===== src/rtl/irm_pkg.sv =====
package irm_pkg;
    typedef enum logic [1:0] {
        K_READ  = 2'd0,
        K_WRITE = 2'd1,
        K_LOCK  = 2'd2,
        K_RSVD  = 2'd3
    } req_kind_e;

    typedef enum logic [1:0] {
        RC_DONE = 2'd0,
        RC_TYPE = 2'd1,
        RC_ADDR = 2'd2
    } rsp_code_e;

    // Register order is decoded from offset bits [3:2]
    typedef enum logic [1:0] {
        SEL_BM  = 2'd0,
        SEL_BW  = 2'd1,
        SEL_CHI = 2'd2,
        SEL_CLO = 2'd3
    } reg_sel_e;

    typedef enum logic [1:0] {
        ST_LOAD = 2'd0,
        ST_IDLE = 2'd1,
        ST_RESP = 2'd2
    } irm_state_e;
endpackage


===== src/rtl/irm_decode.sv =====
module irm_decode
    import irm_pkg::*;
#(
    parameter int ADDR_W   = 8,
    parameter int EXT_W    = 4,
    parameter int CAS_CODE = 2
) (
    input  logic [1:0]        kind,
    input  logic [ADDR_W-1:0] addr,
    input  logic [EXT_W-1:0]  ext,
    input  logic              wide,
    output rsp_code_e         code,
    output reg_sel_e          sel,
    output logic              lock_go
);
    logic in_window;
    logic aligned;

    assign in_window = (addr[ADDR_W-1:4] == '0);
    assign aligned   = (addr[1:0] == 2'b00);
    assign sel       = reg_sel_e'(addr[3:2]);

    always_comb begin
        code    = RC_DONE;
        lock_go = 1'b0;
        if (!aligned) begin
            code = RC_TYPE;
        end else if (!in_window) begin
            code = RC_ADDR;
        end else begin
            unique case (req_kind_e'(kind))
                K_READ:  code = RC_DONE;
                K_WRITE: code = RC_TYPE;
                K_RSVD:  code = RC_TYPE;
                K_LOCK: begin
                    if (ext != EXT_W'(CAS_CODE)) begin
                        code = RC_TYPE;
                    end else if (wide && (addr[3:2] != 2'(SEL_CHI))) begin
                        code = RC_TYPE;
                    end else begin
                        lock_go = 1'b1;
                    end
                end
            endcase
        end
    end
endmodule


===== src/rtl/irm_bw_update.sv =====
module irm_bw_update #(
    parameter int REG_W = 32,
    parameter int BW_W  = 13
) (
    input  logic [BW_W-1:0]  cur,
    input  logic [REG_W-1:0] arg,
    input  logic [BW_W-1:0]  data,
    output logic [BW_W-1:0]  nxt,
    output logic [REG_W-1:0] ret
);
    localparam logic [REG_W-1:0] BW_LIMIT = REG_W'((1 << BW_W) - 1);

    logic [BW_W-1:0] a_lo;
    logic [BW_W-1:0] amount;
    logic [BW_W:0]   total;

    assign a_lo = arg[BW_W-1:0];

    always_comb begin
        nxt    = cur;
        ret    = REG_W'(cur);
        amount = '0;
        total  = '0;
        if (arg <= BW_LIMIT) begin
            if (a_lo >= data) begin
                amount = a_lo - data;
                if (cur >= amount) begin
                    nxt = cur - amount;
                    ret = arg;
                end
            end else begin
                amount = data - a_lo;
                total  = {1'b0, cur} + {1'b0, amount};
                if (!total[BW_W]) begin
                    nxt = total[BW_W-1:0];
                    ret = arg;
                end
            end
        end
    end
endmodule


===== src/rtl/irm_chan_update.sv =====
module irm_chan_update #(
    parameter int W = 32
) (
    input  logic [W-1:0] cur,
    input  logic [W-1:0] arg,
    input  logic [W-1:0] data,
    output logic [W-1:0] nxt,
    output logic [W-1:0] ret
);
    logic [W-1:0] flip;
    logic         agree;

    assign flip  = arg ^ data;
    assign agree = ((arg & flip) == (cur & flip));
    assign nxt   = agree ? (cur ^ flip) : cur;
    assign ret   = agree ? arg : cur;
endmodule


===== src/rtl/irm_lock_regs.sv =====
module irm_lock_regs
    import irm_pkg::*;
#(
    parameter int                 ADDR_W   = 8,
    parameter int                 EXT_W    = 4,
    parameter int                 CAS_CODE = 2,
    parameter int                 REG_W    = 32,
    parameter int                 BW_W     = 13,
    parameter logic [31:0]        BM_DEF   = 32'h0000_003F,
    parameter int                 BW_DEF   = 4915,
    parameter logic [31:0]        CHI_DEF  = 32'hFFFF_FFFE,
    parameter logic [31:0]        CLO_DEF  = 32'hFFFF_FFFF
) (
    input  logic                 clk,
    input  logic                 rst_n,
    input  logic                 bus_reset,
    input  logic                 req_valid,
    input  logic [1:0]           req_kind,
    input  logic [ADDR_W-1:0]    req_addr,
    input  logic [EXT_W-1:0]     req_ext,
    input  logic                 req_wide,
    input  logic [2*REG_W-1:0]   req_arg,
    input  logic [2*REG_W-1:0]   req_data,
    output logic                 rsp_valid,
    output logic [1:0]           rsp_code,
    output logic [2*REG_W-1:0]   rsp_old
);
    localparam int WW = 2 * REG_W;
    localparam logic [REG_W-1:0] BCAST_BIT = REG_W'(1);

    irm_state_e      state_q, state_d;
    logic [REG_W-1:0] bm_q, chi_q, clo_q;
    logic [BW_W-1:0]  bw_q;
    logic [WW-1:0]    old_q;
    rsp_code_e        code_q;

    rsp_code_e        dec_code;
    reg_sel_e         sel;
    logic             lock_go;

    logic [REG_W-1:0] arg32, data32;
    logic [REG_W-1:0] c32_cur, c32_data, c32_nxt, c32_ret;
    logic [WW-1:0]    c64_data, c64_nxt, c64_ret;
    logic [BW_W-1:0]  bw_nxt;
    logic [REG_W-1:0] bw_ret;
    logic [REG_W-1:0] read_val;
    logic [WW-1:0]    old_d;

    assign arg32  = req_arg[REG_W-1:0];
    assign data32 = req_data[REG_W-1:0];

    irm_decode #(.ADDR_W(ADDR_W), .EXT_W(EXT_W), .CAS_CODE(CAS_CODE)) u_decode (
        .kind    (req_kind),
        .addr    (req_addr),
        .ext     (req_ext),
        .wide    (req_wide),
        .code    (dec_code),
        .sel     (sel),
        .lock_go (lock_go)
    );

    irm_bw_update #(.REG_W(REG_W), .BW_W(BW_W)) u_bw (
        .cur  (bw_q),
        .arg  (arg32),
        .data (data32[BW_W-1:0]),
        .nxt  (bw_nxt),
        .ret  (bw_ret)
    );

    // Broadcast channel protection: never let a lock free bit 0 of high word
    assign c32_cur  = (sel == SEL_CLO) ? clo_q : chi_q;
    assign c32_data = (sel == SEL_CHI) ? (data32 & ~BCAST_BIT) : data32;
    assign c64_data = req_data & ~({BCAST_BIT, {REG_W{1'b0}}});

    irm_chan_update #(.W(REG_W)) u_chan32 (
        .cur  (c32_cur),
        .arg  (arg32),
        .data (c32_data),
        .nxt  (c32_nxt),
        .ret  (c32_ret)
    );

    irm_chan_update #(.W(WW)) u_chan64 (
        .cur  ({chi_q, clo_q}),
        .arg  (req_arg),
        .data (c64_data),
        .nxt  (c64_nxt),
        .ret  (c64_ret)
    );

    always_comb begin
        unique case (sel)
            SEL_BM:  read_val = bm_q;
            SEL_BW:  read_val = REG_W'(bw_q);
            SEL_CHI: read_val = chi_q;
            SEL_CLO: read_val = clo_q;
        endcase
    end

    always_comb begin
        old_d = '0;
        if (dec_code == RC_DONE) begin
            if (!lock_go) begin
                old_d = WW'(read_val);
            end else if (req_wide) begin
                old_d = c64_ret;
            end else begin
                unique case (sel)
                    SEL_BM:  old_d = WW'(bm_q);
                    SEL_BW:  old_d = WW'(bw_ret);
                    SEL_CHI: old_d = WW'(c32_ret);
                    SEL_CLO: old_d = WW'(c32_ret);
                endcase
            end
        end
    end

    // Next-state logic
    always_comb begin
        if (bus_reset)       state_d = ST_LOAD;
        else if (req_valid)  state_d = ST_RESP;
        else                 state_d = ST_IDLE;
    end

    // State register
    always_ff @(posedge clk or negedge rst_n) begin
        if (!rst_n) state_q <= ST_LOAD;
        else        state_q <= state_d;
    end

    // Outputs and resource registers
    always_ff @(posedge clk or negedge rst_n) begin
        if (!rst_n) begin
            bm_q   <= BM_DEF;
            bw_q   <= BW_W'(BW_DEF);
            chi_q  <= CHI_DEF;
            clo_q  <= CLO_DEF;
            old_q  <= '0;
            code_q <= RC_DONE;
        end else if (state_d == ST_LOAD) begin
            bm_q   <= BM_DEF;
            bw_q   <= BW_W'(BW_DEF);
            chi_q  <= CHI_DEF;
            clo_q  <= CLO_DEF;
            old_q  <= '0;
            code_q <= RC_DONE;
        end else if (state_d == ST_RESP) begin
            old_q  <= old_d;
            code_q <= dec_code;
            if (lock_go) begin
                if (req_wide) begin
                    chi_q <= c64_nxt[WW-1:REG_W];
                    clo_q <= c64_nxt[REG_W-1:0];
                end else begin
                    unique case (sel)
                        SEL_BM:  if (bm_q == arg32) bm_q <= data32;
                        SEL_BW:  bw_q  <= bw_nxt;
                        SEL_CHI: chi_q <= c32_nxt;
                        SEL_CLO: clo_q <= c32_nxt;
                    endcase
                end
            end
        end
    end

    assign rsp_valid = (state_q == ST_RESP);
    assign rsp_code  = code_q;
    assign rsp_old   = old_q;

    // defaults present after a bus reset cycle
    a_r1_defaults: assert property (@(posedge clk) disable iff (!rst_n)
        $past(bus_reset) |-> (bm_q == BM_DEF && bw_q == BW_W'(BW_DEF)
                              && chi_q == CHI_DEF && clo_q == CLO_DEF));

    // request answered in the next cycle; no answer without one
    a_r2_resp_follows: assert property (@(posedge clk) disable iff (!rst_n)
        (req_valid && !bus_reset) |=> rsp_valid);
    a_r2_no_spurious: assert property (@(posedge clk) disable iff (!rst_n)
        (!req_valid || bus_reset) |=> !rsp_valid);

    // broadcast channel always allocated
    a_r8_bcast_held: assert property (@(posedge clk) disable iff (!rst_n)
        chi_q[0] == 1'b0);

    // non-lock requests leave every register untouched
    a_r10_nonlock_stable: assert property (@(posedge clk) disable iff (!rst_n)
        (req_valid && !bus_reset && req_kind != 2'(K_LOCK)) |=>
        ($stable(bm_q) && $stable(bw_q) && $stable(chi_q) && $stable(clo_q)));

    // error responses carry a zero old value
    a_r11_err_zero: assert property (@(posedge clk) disable iff (!rst_n)
        (rsp_valid && rsp_code != 2'(RC_DONE)) |-> (rsp_old == '0));
endmodule


===== config.mk =====
export PLATFORM = sky130hd
export DESIGN_NAME = irm_lock_regs
export DESIGN_NICKNAME = d
export VERILOG_FILES = /design/src/rtl/irm_pkg.sv /design/src/rtl/irm_decode.sv /design/src/rtl/irm_bw_update.sv /design/src/rtl/irm_chan_update.sv /design/src/rtl/irm_lock_regs.sv
export SDC_FILE = /design/constraint.sdc
export NUM_CORES = 1
export LEC_CHECK = 0
export BUFFER_PORTS_ARGS = -buffer_cell sky130_fd_sc_hd__buf_4
export CAP_MARGIN = 20
export CORE_ASPECT_RATIO = 0.8
export CORE_MARGIN = 1.5
export CORE_UTILIZATION = 38
export DETAILED_ROUTE_END_ITERATION = 12
export PLACE_DENSITY = 0.57
export SLEW_MARGIN = 10
export SYNTH_ARGS = -nofsm -noshare
export SYNTH_HDL_FRONTEND = slang
export SYNTH_SLANG_ARGS = --single-unit

===== constraint.sdc =====
create_clock -name clk -period 3.76 [get_ports clk]
set_input_delay 0.188 -clock clk [delete_from_list [all_inputs] [get_ports clk]]
set_output_delay 0.188 -clock clk [all_outputs]
set_load 0.02 [all_outputs]

==> summary.txt <==
Run status
  • Outcome: finished, violations left
  • Failing checks: negative setup slack

Min path
  • Type of the tightest min-delay check: primary input to flip-flop
  • Origin of the worst min-delay path: req_data[23]
  • Count of cells along the worst hold path: 3

Die
  • Die height: 191.3 um
  • Effective utilization at floorplan: 0.3881
  • Total number of placement rows: 68
  • Area of the die: 45590 um2
  • I/O pins: 214
  • Core box area: 43390 um2
  • DIE WIDTH: 238.4 um

Pwr
  • Power density over the cells: 328.5 nW/um2
  • P_leak: 10.21 nW
  • Worst vdd ir: 351.0 uV

Routing
  • DRC marker count from the first detailed-route iteration: 1783
  • Detailed-route DRC error count: 0
  • Routed via count: 16677
  • WL/cell: 23.94 um
  • Total wire length after detailed routing: 68390 um
  • Remaining antenna violation count after routing: 0
  • Per-cell via count in the routed design: 5.837
  • DR pass1 iterations: 6

Critical path
  • Crit path arrival time: 4170 ps
  • Path type of the worst setup path: primary input to flip-flop
  • Critical path endpoint category: flip-flop
  • Critical Path Start: req_data[0]
  • Reg2reg start: clo_q[26]
  • Max Fanout on Critical Path: 18
  • Startpoint class of the critical path: primary input
  • Worst endpoint required time: 4110 ps
  • Number of cell instances on the worst register-to-register path: 11

Yosys
  • Post-synthesis sequential area ratio: 0.2687
  • Number of synthesized register bits: 177
  • Proportion of synthesized flip-flops having asynchronous set or reset: 1.000
  • Average cell area after synthesis: 8.453 um2
  • Number of enable flip-flop cells after synthesis: 0
  • Main area contributors after synthesis: sky130_fd_sc_hd__ha_1 15%, sky130_fd_sc_hd__dfrtp_1 15%, sky130_fd_sc_hd__dfstp_2 12%, sky130_fd_sc_hd__xnor2_1 5.8%, sky130_fd_sc_hd__nand2_1 5.4%
  • Number of distinct library cells after synthesis: 80
  • Post-synth top area share: 0.1516
  • Post-synthesis instance total: 1992
  • Yosys top cell by area: sky130_fd_sc_hd__ha_1
  • Mapped cell area: 16840 um2
  • Mapped Nets: 2347
  • Leading register cell type out of synthesis: sky130_fd_sc_hd__dfrtp_1
  • Count of yosys warnings during synthesis: 0

Layout
  • Area Growth Syn to Fin: 24.75%
  • Diode insertion count for antenna repair: 0
  • Final Instance Count excl. Fillers: 2857
  • Net total in the final layout: 2639
  • Fraction of final layout cells with drive strength greater than 1: 0.2634

Clocking
  • Clock latency of the later-clocked register in the worst-skew pair: 460 ps
  • Cell chosen for the clock root: sky130_fd_sc_hd__clkbuf_16
  • Clock tree from TritonCTS: done
  • CTS sink cnt: 177
  • Maximum clock insertion buffer count: 2
  • Clock transition at the registers of the reported paths: 70 ps
  • Num CTS Buffers: 17
  • Clock H-tree levels: 4

Global routing
  • Global-route wire length before repair: 101800 um
  • Pin count of the biggest net entering global routing: 104
  • Initial antenna violation count: 0
  • Number of global-route vias before repair: 15932
  • Overall routing resource usage: 0.3000
  • GRT overflow: 0

Timing
  • Setup violation total in the final timing report: 4
  • Post-route clock period utilization: 1.016
  • Slew margin rel.: 0.2814
  • Final period demand of the worst path: 3821 ps
  • Transition time at the pin with the least slew margin: 1078 ps
  • Final number of max-transition violations: 0
  • Hold violation total from the final report: 0
  • Smallest setup slack after layout: -60.59 ps
  • Skew final: 11.45 ps
  • Setup repair after global routing missed its margin: yes
  • Summed negative setup slack over all endpoints: -105.5 ps
  • Achievable clock frequency: 0.2617 GHz

Placed design
  • I/O Buffers: 212
  • Post-DP HPWL: 52560 um
  • Worst setup slack after placement: -554.5 ps
  • Final estimated routing congestion in global placement: 0.9576
  • Cells after DPL: 2813

Run
  • Max-cap violations: 0
area by class of cell:
cell class	count	area (um2)
clock buffer	25	515.5
clock inverter	7	97.59
fill	4212	22390
inverter	175	671.9
multi-input combinational	1529	11430
sequential	177	4524
tap	560	700.7
timing repair buffer	384	3068
through the flow:
stage,hold slack (ps),util,total power [mW],instance area [um2]
finish,21.09,0.4841,6.901,21010
global route,37.11,0.4841,7.253,21010
global placement,385.0,0.4625,4.854,20070
CTS,12.74,0.4794,6.838,20800
floorplan,-107.6,-,3.790,16880
detailed placement,386.0,0.4625,4.886,20070
worst paths after layout:
| check | end | slack, ps |
|---|---|---|
| max | rsp_old[1] | -60 |
| min | bm_q[23] | 20 |
| max reg2reg | chi_q[9] | 290 |
| min reg2reg | rsp_old[52] | 480 |
| max in group asynchronous | clo_q[8] | 2300 |
| min in group asynchronous | rsp_old[50] | 430 |
cell families after synthesis:
group                    count (synthesis)  share of synthesized area
multiplexers                           127                    0.08976
buffers and inverters                  286                    0.06962
XOR/XNOR                               150                    0.07802
flip-flops                             177                     0.2687
AO/OA/AOI/OAI                          477                     0.1878
AND/OR/NAND/NOR                        567                     0.1498
adder cells (fa/ha/maj)                208                     0.1563
layout by cell type (no fill, tap or decap), types with 14 or more instances in the layout:
cell type	netlist	final
sky130_fd_sc_hd__a22oi_1	33	33
sky130_fd_sc_hd__mux2i_1	82	82
sky130_fd_sc_hd__dfstp_2	76	76
sky130_fd_sc_hd__a211oi_1	19	16
sky130_fd_sc_hd__xor2_1	39	39
sky130_fd_sc_hd__a21o_1	14	14
sky130_fd_sc_hd__a21oi_1	81	77
sky130_fd_sc_hd__o31ai_1	42	29
sky130_fd_sc_hd__xnor2_1	111	111
sky130_fd_sc_hd__o22ai_1	18	18
sky130_fd_sc_hd__a31oi_1	69	68
sky130_fd_sc_hd__nor3_1	54	54
sky130_fd_sc_hd__buf_4	8	365
sky130_fd_sc_hd__nor4_1	17	17
sky130_fd_sc_hd__nand4_1	26	26
sky130_fd_sc_hd__clkbuf_16	0	17
sky130_fd_sc_hd__dfrtp_1	101	101
sky130_fd_sc_hd__ha_1	204	203
sky130_fd_sc_hd__mux2_2	22	22
sky130_fd_sc_hd__o21ai_1	15	25
sky130_fd_sc_hd__nand2_1	242	242
sky130_fd_sc_hd__nor2_1	166	161
sky130_fd_sc_hd__o21ai_0	97	86
sky130_fd_sc_hd__inv_1	173	171
flip-flops by register name, indices dropped and copies added, names as in the netlist:
signal	count
state_q	2
bw_q	13
clo_q	32
rsp_code	2
chi_q	32
bm_q	32
rsp_old	64
cells in the mapped netlist (26+ instances only):
cell,count
sky130_fd_sc_hd__a21oi_1,81
sky130_fd_sc_hd__a22oi_1,33
sky130_fd_sc_hd__o21ai_0,97
sky130_fd_sc_hd__nand2_1,242
sky130_fd_sc_hd__nand4_1,26
sky130_fd_sc_hd__dfstp_2,76
sky130_fd_sc_hd__nor3_1,54
sky130_fd_sc_hd__o31ai_1,42
sky130_fd_sc_hd__dfrtp_1,101
sky130_fd_sc_hd__xor2_1,39
sky130_fd_sc_hd__inv_1,173
sky130_fd_sc_hd__a31oi_1,69
sky130_fd_sc_hd__nor2_1,166
sky130_fd_sc_hd__ha_1,204
sky130_fd_sc_hd__mux2i_1,82
sky130_fd_sc_hd__clkbuf_1,73
sky130_fd_sc_hd__xnor2_1,111
repair_timing:
item | 4_1_cts | 5_1_grt
hold endpoints to repair | 66 | 0
hold buffers | 2 | 0
setup endpoints to repair | 21 | 25
resized for setup | 10 | 47
buffers inserted | 3 | 8
pin swaps | 4 | 6
gates cloned | 1 | 0
layer usage:
metal	up-vias	part of all wire	global-route usage
met2	830	0.42	0.4363
met1	8095	0.46	0.4411
met3	101	0.099	0.07220
li1	7651	-	-
met5	-	0	0
met4	0	0.025	0.07400
worst max-delay path, stage by stage:
cell	delay, ps
sky130_fd_sc_hd__buf_12	110
sky130_fd_sc_hd__inv_12	40
sky130_fd_sc_hd__ha_4	130
sky130_fd_sc_hd__inv_4	30
sky130_fd_sc_hd__fa_2	360
sky130_fd_sc_hd__a21o_1	200
sky130_fd_sc_hd__a21oi_2	140
sky130_fd_sc_hd__o21ai_1	100
sky130_fd_sc_hd__a21oi_2	230
sky130_fd_sc_hd__o31ai_4	110
sky130_fd_sc_hd__a21o_1	180
sky130_fd_sc_hd__a21oi_2	130
sky130_fd_sc_hd__xnor2_1	90
sky130_fd_sc_hd__ha_1	340
sky130_fd_sc_hd__a21o_1	170
sky130_fd_sc_hd__a221o_1	320
sky130_fd_sc_hd__a211oi_2	230
sky130_fd_sc_hd__nand3_2	140
sky130_fd_sc_hd__buf_4	160
sky130_fd_sc_hd__and2_4	140
sky130_fd_sc_hd__buf_12	160
sky130_fd_sc_hd__buf_4	150
sky130_fd_sc_hd__o31ai_4	200
sky130_fd_sc_hd__o21ai_1	80
report_power, final:
group / total (mW) / switching, mW / internal (mW)
registers: 2.29 / 0.192 / 2.10
logic: 2.67 / 1.52 / 1.15
clock network: 1.94 / 0.850 / 1.09
Note: power is estimated with default switching activity, not from simulation.
